File: src/rtl/ocPkg.sv
package ocPkg;

  typedef enum logic [2:0] {
    OC_OFF      = 3'b000,
    OC_RISE     = 3'b001,
    OC_FALL     = 3'b010,
    OC_TOGGLE   = 3'b011,
    OC_ONESHOT  = 3'b100,
    OC_TRAIN    = 3'b101,
    OC_PWM      = 3'b110,
    OC_PWM_FLT  = 3'b111
  } ocMode_e;

  // Strobes from control to datapath, valid for one clock.
  typedef struct packed {
    logic reinit;
    logic initHigh;
    logic setPin;
    logic clrPin;
    logic togPin;
    logic loadDuty;
    logic irq;
    logic faultSet;
    logic faultClr;
  } ocStrobes_t;

  localparam int ADDR_W = 2;
  localparam logic [ADDR_W-1:0] ADDR_CTRL = 2'd0;
  localparam logic [ADDR_W-1:0] ADDR_PRI  = 2'd1;
  localparam logic [ADDR_W-1:0] ADDR_SEC  = 2'd2;

  localparam int MODE_W   = 3;
  localparam int SEL_BIT  = 3;
  localparam int FLT_BIT  = 4;
  localparam int IDLE_BIT = 5;

endpackage

File: src/rtl/ocCtrl.sv
module ocCtrl
  import ocPkg::*;
#(
  parameter int CNT_W = 16
) (
  input  logic                clk,
  input  logic                rstN,
  input  logic                regWrEn,
  input  logic [ADDR_W-1:0]   regAddr,
  input  logic [CNT_W-1:0]    regWrData,
  input  logic [CNT_W-1:0]    timerA,
  input  logic                timerAPeriod,
  input  logic [CNT_W-1:0]    timerB,
  input  logic                timerBPeriod,
  input  logic                faultN,
  input  logic                cpuIdle,
  input  logic                pinQ,
  input  logic                faultSt,
  input  logic [CNT_W-1:0]    dutyActive,
  output ocStrobes_t          strb,
  output ocMode_e             modeQ,
  output logic                tSelQ,
  output logic                idleStopQ,
  output logic [CNT_W-1:0]    priCmp,
  output logic [CNT_W-1:0]    secCmp
);

  logic             ctrlWr;
  ocMode_e          newMode;
  logic [CNT_W-1:0] selCnt;
  logic             selPer;
  logic             run;
  logic             priHit;
  logic             secHit;
  logic             dutyHit;
  logic             pwm;
  logic             doneQ;
  logic             doneSet;

  assign ctrlWr  = regWrEn && (regAddr == ADDR_CTRL);
  assign newMode = ocMode_e'(regWrData[MODE_W-1:0]);
  assign selCnt  = tSelQ ? timerB : timerA;
  assign selPer  = tSelQ ? timerBPeriod : timerAPeriod;
  assign run     = !(idleStopQ && cpuIdle);
  assign priHit  = (selCnt == priCmp);
  assign secHit  = (selCnt == secCmp);
  assign dutyHit = (selCnt == dutyActive);
  assign pwm     = (modeQ == OC_PWM) || (modeQ == OC_PWM_FLT);

  always_ff @(posedge clk) begin
    if (!rstN) begin
      modeQ     <= OC_OFF;
      tSelQ     <= 1'b0;
      idleStopQ <= 1'b0;
      priCmp    <= '0;
      secCmp    <= '0;
    end else if (regWrEn) begin
      case (regAddr)
        ADDR_CTRL: begin
          modeQ     <= newMode;
          tSelQ     <= regWrData[SEL_BIT];
          idleStopQ <= regWrData[IDLE_BIT];
        end
        ADDR_PRI: priCmp <= regWrData;
        ADDR_SEC: secCmp <= regWrData;
        default: ;
      endcase
    end
  end

  always_ff @(posedge clk) begin
    if (!rstN)            doneQ <= 1'b0;
    else if (strb.reinit) doneQ <= 1'b0;
    else if (doneSet)     doneQ <= 1'b1;
  end

  always_comb begin
    strb    = '0;
    doneSet = 1'b0;
    if (ctrlWr && (newMode != modeQ)) begin
      strb.reinit   = 1'b1;
      strb.initHigh = (newMode == OC_FALL);
    end else begin
      if (pwm && run && selPer) begin
        strb.loadDuty = 1'b1;
        strb.irq      = 1'b1;
      end
      if ((modeQ == OC_PWM_FLT) && !faultN) begin
        strb.clrPin   = 1'b1;
        strb.faultSet = 1'b1;
      end else if ((modeQ == OC_PWM_FLT) && faultSt) begin
        if (run && selPer) begin
          strb.faultClr = 1'b1;
          strb.setPin   = 1'b1;
        end
      end else if (run) begin
        case (modeQ)
          OC_RISE:   if (priHit) begin strb.setPin = 1'b1; strb.irq = 1'b1; end
          OC_FALL:   if (priHit) begin strb.clrPin = 1'b1; strb.irq = 1'b1; end
          OC_TOGGLE: if (priHit) begin strb.togPin = 1'b1; strb.irq = 1'b1; end
          OC_ONESHOT: begin
            if (!pinQ && !doneQ && priHit) begin
              strb.setPin = 1'b1;
              strb.irq    = 1'b1;
            end else if (pinQ && secHit) begin
              strb.clrPin = 1'b1;
              strb.irq    = 1'b1;
              doneSet     = 1'b1;
            end
          end
          OC_TRAIN: begin
            if (!pinQ && priHit) begin
              strb.setPin = 1'b1;
              strb.irq    = 1'b1;
            end else if (pinQ && secHit) begin
              strb.clrPin = 1'b1;
              strb.irq    = 1'b1;
            end
          end
          OC_PWM, OC_PWM_FLT: begin
            if (selPer)       strb.setPin = 1'b1;
            else if (dutyHit) strb.clrPin = 1'b1;
          end
          default: ;
        endcase
      end
    end
  end

  a_r2_off_pin_low: assert property (@(posedge clk) disable iff (!rstN)
    (modeQ == OC_OFF) |-> !pinQ);

  a_r10_fault_only_pwm_flt: assert property (@(posedge clk) disable iff (!rstN)
    (modeQ != OC_PWM_FLT) |-> !faultSt);

  a_r10_fault_rise_cause: assert property (@(posedge clk) disable iff (!rstN)
    $rose(faultSt) |-> ($past(!faultN) && (modeQ == OC_PWM_FLT)));

  a_r9_fault_forces_low: assert property (@(posedge clk) disable iff (!rstN)
    ((modeQ == OC_PWM_FLT) && !faultN && !ctrlWr) |=> !pinQ);

  a_r12_idle_freeze: assert property (@(posedge clk) disable iff (!rstN)
    (idleStopQ && cpuIdle && !ctrlWr && (modeQ != OC_PWM_FLT)) |=> $stable(pinQ));

  a_r5_oneshot_stays_low: assert property (@(posedge clk) disable iff (!rstN)
    ((modeQ == OC_ONESHOT) && doneQ && !ctrlWr) |=> !pinQ);

endmodule

File: src/rtl/ocDatapath.sv
module ocDatapath
  import ocPkg::*;
#(
  parameter int CNT_W = 16
) (
  input  logic             clk,
  input  logic             rstN,
  input  ocStrobes_t       strb,
  input  logic [CNT_W-1:0] dutyIn,
  output logic             pinQ,
  output logic             irqQ,
  output logic             faultSt,
  output logic [CNT_W-1:0] dutyActive
);

  always_ff @(posedge clk) begin
    if (!rstN) begin
      pinQ       <= 1'b0;
      irqQ       <= 1'b0;
      faultSt    <= 1'b0;
      dutyActive <= '0;
    end else begin
      irqQ <= strb.irq;
      if (strb.reinit) begin
        pinQ       <= strb.initHigh;
        faultSt    <= 1'b0;
        dutyActive <= dutyIn;
      end else begin
        if (strb.clrPin)      pinQ <= 1'b0;
        else if (strb.setPin) pinQ <= 1'b1;
        else if (strb.togPin) pinQ <= ~pinQ;
        if (strb.faultSet)      faultSt <= 1'b1;
        else if (strb.faultClr) faultSt <= 1'b0;
        if (strb.loadDuty) dutyActive <= dutyIn;
      end
    end
  end

  a_r9_fault_status_shutdown: assert property (@(posedge clk) disable iff (!rstN)
    (strb.faultSet && !strb.reinit) |=> (faultSt && !pinQ));

  a_r1_flag_single_source: assert property (@(posedge clk) disable iff (!rstN)
    strb.reinit |=> !irqQ);

endmodule

File: src/rtl/outCompareUnit.sv
module outCompareUnit
  import ocPkg::*;
(
  input  logic        clk,
  input  logic        rstN,
  input  logic        regWrEn,
  input  logic [1:0]  regAddr,
  input  logic [15:0] regWrData,
  output logic [15:0] regRdData,
  input  logic [15:0] timerA,
  input  logic        timerAPeriod,
  input  logic [15:0] timerB,
  input  logic        timerBPeriod,
  input  logic        faultN,
  input  logic        cpuIdle,
  output logic        ocOut,
  output logic        irqFlag
);

  localparam int CNT_W = 16;

  ocStrobes_t       strb;
  ocMode_e          modeQ;
  logic             tSelQ;
  logic             idleStopQ;
  logic [CNT_W-1:0] priCmp;
  logic [CNT_W-1:0] secCmp;
  logic             pinQ;
  logic             faultSt;
  logic [CNT_W-1:0] dutyActive;

  ocCtrl #(.CNT_W(CNT_W)) u_ctrl (
    .clk          (clk),
    .rstN         (rstN),
    .regWrEn      (regWrEn),
    .regAddr      (regAddr),
    .regWrData    (regWrData),
    .timerA       (timerA),
    .timerAPeriod (timerAPeriod),
    .timerB       (timerB),
    .timerBPeriod (timerBPeriod),
    .faultN       (faultN),
    .cpuIdle      (cpuIdle),
    .pinQ         (pinQ),
    .faultSt      (faultSt),
    .dutyActive   (dutyActive),
    .strb         (strb),
    .modeQ        (modeQ),
    .tSelQ        (tSelQ),
    .idleStopQ    (idleStopQ),
    .priCmp       (priCmp),
    .secCmp       (secCmp)
  );

  ocDatapath #(.CNT_W(CNT_W)) u_dp (
    .clk        (clk),
    .rstN       (rstN),
    .strb       (strb),
    .dutyIn     (secCmp),
    .pinQ       (pinQ),
    .irqQ       (irqFlag),
    .faultSt    (faultSt),
    .dutyActive (dutyActive)
  );

  assign ocOut = pinQ;

  always_comb begin
    regRdData = '0;
    case (regAddr)
      ADDR_CTRL: begin
        regRdData[MODE_W-1:0] = modeQ;
        regRdData[SEL_BIT]    = tSelQ;
        regRdData[FLT_BIT]    = faultSt;
        regRdData[IDLE_BIT]   = idleStopQ;
      end
      ADDR_PRI: regRdData = priCmp;
      ADDR_SEC: regRdData = secCmp;
      default:  regRdData = '0;
    endcase
  end

endmodule

File: config.mk
export PLATFORM = sky130hd
export DESIGN_NAME = outCompareUnit
export DESIGN_NICKNAME = d
export VERILOG_FILES = /design/src/rtl/ocPkg.sv /design/src/rtl/ocCtrl.sv /design/src/rtl/ocDatapath.sv /design/src/rtl/outCompareUnit.sv
export SDC_FILE = /design/constraint.sdc
export NUM_CORES = 1
export LEC_CHECK = 0
export BUFFER_PORTS_ARGS = -buffer_cell sky130_fd_sc_hd__buf_4
export CAP_MARGIN = 20
export CORE_MARGIN = 2
export CORE_UTILIZATION = 38
export CTS_BUF_LIST = sky130_fd_sc_hd__clkbuf_8
export CTS_CLUSTER_DIAMETER = 80
export DETAILED_ROUTE_END_ITERATION = 10
export SLEW_MARGIN = 20
export SYNTH_ARGS = -nofsm -noshare
export SYNTH_HDL_FRONTEND = slang
export SYNTH_SLANG_ARGS = --single-unit
File: constraint.sdc
create_clock -name clk -period 6.3 [get_ports clk]
set_input_delay 0.63 -clock clk [delete_from_list [all_inputs] [get_ports clk]]
set_output_delay 0.63 -clock clk [all_outputs]
set_load 0.05 [all_outputs]
==> impl_metrics.env <==
export IMPL_holdBufCountCts=0
export IMPL_critPathKind="reg -> reg"
export IMPL_cts_made_buffers=9
export IMPL_rows=34
export IMPL_seq_area_frac_synth_pct=33.3
export IMPL_ys_flop_type="dfxtp_1"
export IMPL_start_kind="register"
export IMPL_cp_arrival_ns=3.08
export IMPL_synth_xor_area_share_pct=13.0
export IMPL_synth_compound_area_share_pct=15.2
export IMPL_dp_hpwl_um=7030
export IMPL_antenna_cells=0
export IMPL_clk_path_buf_depth=2
export IMPL_endpoint_kind="register"
export IMPL_drt_total_wl_um=9630
export IMPL_fmax_mhz=350
export IMPL_fp_coreArea_um2=8720
export IMPL_ctsResizeCount=0
export IMPL_async_reset_ff_share_pct=0
export IMPL_first_iter_violations=224
export IMPL_synth_adder_area_share_pct=1.46
export IMPL_yosys_register_bits=57
export IMPL_fin_crit_sh_pct=45.4
export IMPL_reg2reg_depth=7
export IMPL_critPathBufInv=0
export IMPL_leakagePower_nw=1.57
export IMPL_syn_inst=390
export IMPL_fillCellCount=857
export IMPL_yosys_area_share_simple_pct=20.5
export IMPL_clock_latency_ns=0.34
export IMPL_via_count=3004
export IMPL_dr_pass1_iters=6
export IMPL_status="complete, no violations"
export IMPL_cp_depth=7
export IMPL_netlist_area_um2=3430
export IMPL_globalplace_congestion=0.866
export IMPL_portBuffers=74
export IMPL_max_slew_margin_rel_pct=28.0
export IMPL_synth_mux_area_share_pct=12.8
export IMPL_start_util_pct=39.3
export IMPL_tightest_slew_ns=1.08
export IMPL_grt_pass1_wl_um=15100
export IMPL_required_ns=6.53
export IMPL_slowest_stage="dfxtp_2"
export IMPL_holdPathStages=2
export IMPL_hp_class="reg -> reg"
export IMPL_cp_cell_sequence="mux2i_1 > xnor2_1 > nor4_1 > nand4_1 > nor4_2 > o21bai_1 > a31o_1"
export IMPL_report_final_slew_viol_count=0
export IMPL_clkTransAtPathRegs_ns=0.07
export IMPL_cp_top_family="flip-flops"
export IMPL_p_per_area_nw_per_um2=197
export IMPL_fin_worst_skew_ns=0.0105
export IMPL_worst_hold_slack_ns=0.480
export IMPL_grt_antenna_before_repair=0
export IMPL_area_growth_pct=21.6
export IMPL_ir_worst_vdd_v=0.0000890
export IMPL_routedWlPerCell_um=17.1
export IMPL_slowest_delay_ns=0.94
export IMPL_first_global_vias=2836
export IMPL_finalCriticalPeriod_ns=2.86
export IMPL_yosys_area_top_type_share_pct=33.3
export IMPL_rrSetupSlack_ns=3.44
export IMPL_cts_root_buf="clkbuf_8"
export IMPL_worstPathMaxFanout=19
export IMPL_setup_viol=0
export IMPL_drive_above_1_share_pct=22.6
export IMPL_total_power_mw=0.820
export IMPL_yosys_top_cells_area="dfxtp_1, xnor2_1, nand2_1, a21boi_0, mux2i_1"
export IMPL_grt_max_degree=56
export IMPL_nets=512
export IMPL_synth_top_cell_by_area="dfxtp_1"
export IMPL_drc=0
export IMPL_rsz0062_at_grt="no"
export IMPL_boundaryPins=75
export IMPL_fin_tns_setup_ns=0
export IMPL_cts_htree_levels=3
export IMPL_synth_top_family_by_area="simple AND/OR/NAND/NOR gates"
export IMPL_clkSinkCount=57
export IMPL_viasPerCell=5.34
export IMPL_grt_overflow=0
export IMPL_die_x_um=99.0
export IMPL_postCtsSetupRepairBufs=0
export IMPL_synth_edf_count=0
export IMPL_synth_cell_types=39
export IMPL_fin_util_pct=47.8
export IMPL_ys_warn_count=0
export IMPL_grtUsageTotal_pct=19.6
export IMPL_die_h_um=99.0
export IMPL_tritoncts="yes"
export IMPL_synth_commonest_cells="nand2_1, dfxtp_1, xnor2_1, nor2b_1, a21boi_0"
export IMPL_final_antenna_net_count=0
export IMPL_synthesis_nets=451
export IMPL_die_area_um2=9800
export IMPL_maxCapViolations=0
export IMPL_avgSynthCellArea_um2=8.80
export IMPL_yosysMostFrequentCell="nand2_1"
export IMPL_hold_viol=0
==> logic make-up (layout without fill, tap and decap cells) <==
group,Yosys count,count (layout)
and+or+nand+nor,148,148
AOI/OAI and AO/OA,70,70
DFF,57,57
xor gates and xnor gates,51,51
muxes,33,33
buffers and inverters,27,92
adders and majority gates,4,4
==> state kept, by name (all words and copies together) (netlist names) <==
name and count:
u_dp.faultSt 1, u_dp.irqQ 1, u_ctrl.modeQ 3, u_ctrl.idleStopQ 1, u_ctrl.doneQ 1, u_dp.pinQ 1
u_ctrl.secCmp 16, u_ctrl.priCmp 16, u_ctrl.tSelQ 1, u_dp.dutyActive 16
==> cell type report <==
cell class	count	area, µm²	share of cell area, %
sequential	57	1140	27.4
timing repair buffer	74	556	13.3
multi-input combinational	306	2160	51.9
inverter	3	11.3	0.270
clock inverter	5	25.0	0.600
tap	108	135	3.24
clock buffer	10	138	3.30
==> layer usage <==
layer	GRT usage (%)	vias up	part of all wire (%)
met5	0	-	0
met4	4.95	0	0.90
met3	3.76	9	7.3
met2	29.9	103	46
met1	28.5	1437	46
li1	-	1455	-
==> worst reg2reg max path: cells and delay by family, from the launching register on <==
family | cells | cell delay, ns
compound gates | 2 | 0.34
xor+xnor | 1 | 0.15
flops | 1 | 0.94
mux | 1 | 0.50
simple gates | 3 | 0.82
==> layout by cell type (no fill, tap or decap), drive strengths merged, types with 2 or more instances in the layout <==
master and n:
o211ai 2, clkinv 2, mux2i 33, a22oi 10
nor2b 30, a21oi 5, nor2 14, a21boi 38
a222oi 6, clkbuf 10, buf 74, inv 5
nand2 75, nand3 8, xnor2 42, nand4 5
xor2 9, ha 4, dfxtp 57, o21ai 3
nor4 10, and2 2
==> report_power, final <==
| group | switching [mW] | total, mW | internal (mW) |
|---|---|---|---|
| sequential | 0.0152 | 0.384 | 0.369 |
| clock | 0.149 | 0.296 | 0.147 |
| combinational | 0.0701 | 0.140 | 0.0700 |
| total | 0.234 | 0.820 | 0.586 |
==> final timing paths <==
path | endpoint | start
worst min-delay path | u_ctrl.doneQ$_SDFFE_PP0P_ | u_ctrl.doneQ$_SDFFE_PP0P_
worst max register to register | u_dp.pinQ$_SDFFE_PN0P_ | u_ctrl.tSelQ$_SDFFE_PN0P_
worst max-delay path | u_dp.pinQ$_SDFFE_PN0P_ | u_ctrl.tSelQ$_SDFFE_PN0P_
worst min register to register | u_ctrl.doneQ$_SDFFE_PP0P_ | u_ctrl.doneQ$_SDFFE_PP0P_
==> through the flow <==
step / cell area [µm²] / instances / setup slack, ns
global route: 4170 / 563 / 3.21
detailed placement: 4010 / 548 / 3.44
finish: 4170 / 563 / 3.44
global placement: 4010 / 548 / 3.44
CTS: 4170 / 563 / 3.40
floorplan: 3430 / 390 / 3.49
(Power assumes the default switching activity.)
